<file path="config.mk">
export PLATFORM = sky130hd
export DESIGN_NAME = imem_key_port
export DESIGN_NICKNAME = d
export VERILOG_FILES = /design/src/rtl/imkp_pkg.sv /design/src/rtl/imkp_decode.sv /design/src/rtl/imkp_lock.sv /design/src/rtl/imkp_pointer.sv /design/src/rtl/imem_key_port.sv
export SDC_FILE = /design/constraint.sdc
export NUM_CORES = 1
export LEC_CHECK = 0
export BUFFER_PORTS_ARGS = -buffer_cell sky130_fd_sc_hd__buf_2
export CAP_MARGIN = 0
export CELL_PAD_IN_SITES_DETAIL_PLACEMENT = 1
export CELL_PAD_IN_SITES_GLOBAL_PLACEMENT = 1
export CORE_MARGIN = 10
export CORE_UTILIZATION = 37
export CTS_CLUSTER_SIZE = 14
export DETAILED_ROUTE_END_ITERATION = 8
export GPL_TIMING_DRIVEN = 0
export PLACE_DENSITY_LB_ADDON = 0.1
export SYNTH_ARGS = -nofsm -noshare
export SYNTH_HDL_FRONTEND = slang
export SYNTH_SLANG_ARGS = --single-unit
</file>
<file path="constraint.sdc">
create_clock -name clk -period 3.4 [get_ports clk]
set_clock_uncertainty 0.1 [all_clocks]
set_input_delay 0.17 -clock clk [delete_from_list [all_inputs] [get_ports clk]]
set_output_delay 0.17 -clock clk [all_outputs]
set_load 0.01 [all_outputs]
</file>
<file path="src/rtl/imkp_pkg.sv">
package imkp_pkg;

  localparam int WORD_W     = 32;
  localparam int NUM_REGS   = 3;
  localparam int REG_STRIDE = 4;

  localparam int SEL_KEY  = 0;
  localparam int SEL_PTR  = 1;
  localparam int SEL_DATA = 2;

  localparam logic [WORD_W-1:0] OPEN_KEY = 32'h1337_F7D1;

  typedef struct packed {
    logic key;
    logic ptr;
    logic data;
  } reg_hit_t;

  function automatic logic key_matches(input logic [WORD_W-1:0] v);
    return (v ^ OPEN_KEY) == '0;
  endfunction

  function automatic logic [WORD_W-1:0] ptr_advance(input logic [WORD_W-1:0] p,
                                                    input logic [WORD_W-1:0] step);
    return p + step;
  endfunction

endpackage

</file>
<file path="src/rtl/imkp_decode.sv">
module imkp_decode
  import imkp_pkg::*;
#(
  parameter int IO_AW = 8
) (
  input  logic             io_wr,
  input  logic [IO_AW-1:0] io_addr,
  output reg_hit_t         hit
);

  logic [NUM_REGS-1:0] match;

  for (genvar i = 0; i < NUM_REGS; i++) begin : g_match
    localparam logic [IO_AW-1:0] OFFS = IO_AW'(REG_STRIDE * i);
    assign match[i] = io_wr && (io_addr == OFFS);
  end

  assign hit.key  = match[SEL_KEY];
  assign hit.ptr  = match[SEL_PTR];
  assign hit.data = match[SEL_DATA];

  always_comb begin
    a_onehot_hit_r7: assert ($onehot0(match));
  end

endmodule

</file>
<file path="src/rtl/imkp_lock.sv">
module imkp_lock
  import imkp_pkg::*;
#(
  parameter int DATA_W = WORD_W
) (
  input  logic              clk,
  input  logic              rst_n,
  input  logic              key_wr,
  input  logic [DATA_W-1:0] wdata,
  output logic              unlocked
);

  logic key_ok;
  assign key_ok = key_matches(WORD_W'(wdata));

  always_ff @(posedge clk or negedge rst_n) begin
    if (!rst_n)      unlocked <= 1'b0;
    else if (key_wr) unlocked <= key_ok;
  end

  p_key_opens_r1: assert property (@(posedge clk) disable iff (!rst_n)
    (key_wr && wdata == DATA_W'(OPEN_KEY)) |=> unlocked);

  p_other_closes_r2: assert property (@(posedge clk) disable iff (!rst_n)
    (key_wr && wdata != DATA_W'(OPEN_KEY)) |=> !unlocked);

  p_hold_r7: assert property (@(posedge clk) disable iff (!rst_n)
    !key_wr |=> $stable(unlocked));

endmodule

</file>
<file path="src/rtl/imkp_pointer.sv">
module imkp_pointer
  import imkp_pkg::*;
#(
  parameter int PTR_W = WORD_W,
  parameter int STEP  = 4
) (
  input  logic             clk,
  input  logic             rst_n,
  input  logic             load,
  input  logic [PTR_W-1:0] load_val,
  input  logic             step,
  output logic [PTR_W-1:0] ptr
);

  localparam logic [WORD_W-1:0] STEP_V = WORD_W'(STEP);

  logic [PTR_W-1:0] ptr_next;
  assign ptr_next = PTR_W'(ptr_advance(WORD_W'(ptr), STEP_V));

  always_ff @(posedge clk or negedge rst_n) begin
    if (!rst_n)    ptr <= '0;
    else if (load) ptr <= load_val;
    else if (step) ptr <= ptr_next;
  end

  p_load_full_r3: assert property (@(posedge clk) disable iff (!rst_n)
    load |=> ptr == $past(load_val));

  p_idle_stable_r6: assert property (@(posedge clk) disable iff (!rst_n)
    (!load && !step) |=> $stable(ptr));

  always_comb begin
    a_exclusive_r7: assert (!(load && step));
  end

endmodule

</file>
<file path="src/rtl/imem_key_port.sv">
module imem_key_port
  import imkp_pkg::*;
#(
  parameter int IO_AW  = 8,
  parameter int DATA_W = WORD_W,
  parameter int PTR_W  = WORD_W
) (
  input  logic              clk,
  input  logic              rst_n,
  input  logic              io_wr,
  input  logic [IO_AW-1:0]  io_addr,
  input  logic [DATA_W-1:0] io_wdata,
  output logic              pm_we,
  output logic [PTR_W-1:0]  pm_addr,
  output logic [DATA_W-1:0] pm_wdata
);

  localparam int WORD_BYTES = DATA_W / 8;

  reg_hit_t         hit;
  logic             unlocked;
  logic             data_accept;
  logic             data_drop;
  logic [PTR_W-1:0] ptr;

  imkp_decode #(.IO_AW(IO_AW)) u_decode (
    .io_wr   (io_wr),
    .io_addr (io_addr),
    .hit     (hit)
  );

  imkp_lock #(.DATA_W(DATA_W)) u_lock (
    .clk      (clk),
    .rst_n    (rst_n),
    .key_wr   (hit.key),
    .wdata    (io_wdata),
    .unlocked (unlocked)
  );

  assign data_accept = hit.data && unlocked;
  assign data_drop   = hit.data && !unlocked;

  imkp_pointer #(.PTR_W(PTR_W), .STEP(WORD_BYTES)) u_pointer (
    .clk      (clk),
    .rst_n    (rst_n),
    .load     (hit.ptr),
    .load_val (PTR_W'(io_wdata)),
    .step     (data_accept),
    .ptr      (ptr)
  );

  assign pm_we    = data_accept;
  assign pm_addr  = ptr;
  assign pm_wdata = io_wdata;

  p_step_r5: assert property (@(posedge clk) disable iff (!rst_n)
    pm_we |=> pm_addr == $past(pm_addr) + PTR_W'(WORD_BYTES));

  p_locked_drop_r6: assert property (@(posedge clk) disable iff (!rst_n)
    data_drop |=> $stable(pm_addr));

  p_we_needs_open_r4: assert property (@(posedge clk) disable iff (!rst_n)
    pm_we |-> unlocked);

  p_we_needs_strobe_r9: assert property (@(posedge clk) disable iff (!rst_n)
    pm_we |-> io_wr);

  p_reset_state_r8: assert property (@(posedge clk)
    $rose(rst_n) |-> (pm_addr == '0 && !unlocked));

endmodule

</file>
==> results.tsv <==
metric	value	unit
initial_core_util	38.2	%
avgSynthCellArea	8.52	um2
yosysSeqAreaShare	34.0	%
powerDensity	292	nW/um2
synth_area_leaders	dfrtp_1, buf_4, nand2_1, o21ai_0, nand3_1	
drc_errors	0	
slew_headroom	45.6	%
synth-seq-cells	33	
path_max_fanout	7	
first_pass_iters	4	
syn_to_final_growth	30.0	%
clk_path_buf_depth	2	
synth_top_family_by_area	simple AND/OR/NAND/NOR gates	
wl	9280	um
num_vias	2699	
report.final.slew_viol_count	0	
criticalPathCategory	flop to flop	
setup_tns	0	ps
netlist_instances	285	
cp-startpoint	u_pointer.ptr[2]	
synthFlopType	dfrtp_1	
synth.top_cell.area_share	34.0	%
drt-initial-drc-count	117	
nets	444	
worstRegToRegCells	6	
status	finished clean	
yosysTopAreaCell	dfrtp_1	
reg2reg_from	u_pointer.ptr[2]	
hold_viol	0	
place_hpwl	7240	um
avgRoutedWirePerCell	19.5	um
coreArea	6350	um2
crit_path_end	u_pointer.ptr[30]	
overflow	0	
synth.mux.area_fraction	2.16	%
cap_violations	0	
rsz0062_at_grt	false	
holdWs	10.9	ps
syn_nets	329	
grt_pass1_vias	2823	
clock_latency	290	ps
grt_max_degree	34	
worst_ep_arrival_time	2550	ps
cts_tree	yes	
synth_edf_count	0	
setup_viol	0	
r2r-end	u_pointer.ptr[30]	
clkSlewWorstSetupHoldPaths	70	ps
end_kind	flop	
start_kind	flop	
tightestPinTransition	816	ps
cts_max_level	2	
final_util	49.7	%
placed_cell_area	3060	um2
fmax	401	MHz
synthAdderAreaFrac	0.515	%
drive_gt1_share	40.8	%
p_leak	0.00164	uW
postRouteAntennaNets	0	
hp-class	input pin to flop	
n_antenna_cell	0	
synthArstFlopShare	100	%
finalCriticalPeriod	2500	ps
dieArea	10200	um2
synth-simple-area-share	32.7	%
grtUsageTotal	17.8	%
period_share	73.4	%
cts.sinks	33	
power	920	uW
worstHoldStart	io_wdata[22]	
die_h	101	um
peakVddDrop	0.000161	V
cts_resized	0	
synth_compound_area_share	17.7	%
synth_cell_types	49	
drt-vias-per-instance	5.66	
synth_xor_area_share	0	%
pin_count	108	
ff2ff_setup_slack	900	ps
antenna_found_initial	0	
dieWidth	101	um
rows	29	
synth_area	2430	um2
fin_area	3160	um2
clock-root-buffer	clkbuf_8	
place.gp.congestion	0.827	
ys_warn_count	0	
grt_pass1_wl	14800	um
numCtsBuffers	5	
worst_ep_required_time	3460	ps
port_buffers	107	
==> routing by layer <==
metal  part of all wire (%)  wire length [um]  vias to the layer above  global-route usage [%]
met5                      0                 0                        -                       0
met4                    1.1               103                        0                    4.29
met3                     11               980                       10                    6.58
met2                     47              4380                      112                    29.4
met1                     41              3820                     1313                    21.3
li1                       -                 -                     1264                       -
==> worst min path at each step <==
stage | end | slack [ps] | cells past startpoint
CTS | u_pointer.ptr[22] | 10 | 3
floorplan | u_lock.unlocked | -230 | 0
detailed placement | u_pointer.ptr[3] | 220 | 1
global route | u_pointer.ptr[29] | 20 | 2
global placement | u_pointer.ptr[3] | 210 | 1
finish | u_pointer.ptr[22] | 10 | 3
==> synth_stat cells, types with 5 or more instances <==
cell / n
nand2_1: 41
buf_4: 34
dfrtp_1: 33
o21ai_0: 22
nand3_1: 19
nor2_1: 18
nand4_1: 12
and3_1: 8
o211ai_1: 8
o311ai_0: 8
a31oi_1: 7
clkbuf_1: 6
and2_1: 5
==> power breakdown <==
group,total (uW),internal (uW),switching (uW)
registers,438,410,27.5
clock network,317,161,156
logic,165,83.0,82.4
total,920,654,266
==> registers in the layout (all words and copies together), names as in the netlist <==
register	count
u_lock.unlocked	1
u_pointer.ptr	32
==> area by class of cell <==
| cell class | count | area, um2 |
|---|---|---|
| clock buffers | 7 | 86.3 |
| flip-flops and latches | 33 | 826 |
| fillers | 813 | 3190 |
| repair buffers | 108 | 546 |
| plain buffers | 44 | 297 |
| well taps | 77 | 96.3 |
| inverters | 4 | 15.0 |
| multi-input cells | 204 | 1290 |
==> critical path, cell delays in order, from the launching register on <==
cell and delay (ps):
dfrtp_1 470, ha_1 280, nand4_1 280, nor4_2 750, nand4_1 160, a31oi_1 210
o311ai_1 110
==> logic make-up after synthesis <==
| group | after synthesis |
|---|---|
| buffers and inverters | 48 |
| adders and majority gates | 1 |
| DFF | 33 |
| AOI/OAI and AO/OA | 64 |
| muxes | 5 |
| and+or+nand+nor | 134 |
==> per-stage QoR <==
step / instances / worst slack [ps]
6_report: 477 / 903
5_1_grt: 477 / 848
4_1_cts: 477 / 950
3_3_place_gp: 469 / 973
2_1_floorplan: 285 / 1330
3_5_place_dp: 469 / 945
==> cell usage in the layout (no fill, tap or decap), types with 3 or more instances in the layout <==
master,instances
and2_1,5
nor2_1,18
inv_1,4
and3_1,8
nand2_1,41
a21oi_1,4
a22oi_1,4
o21ai_0,22
dfrtp_1,33
mux2i_1,3
nand4b_1,3
nand3_1,19
nor3_1,4
nand4_1,12
o311ai_0,8
buf_4,34
o211ai_1,8
a31oi_1,7
clkbuf_8,6
clkbuf_1,7
buf_2,110
==> repair_timing <==
item,in CTS,in global routing
hold buffers,1,0
endpoints found under the hold margin,33,0
buffers inserted,0,0
Power figures use the tool's default switching activity.
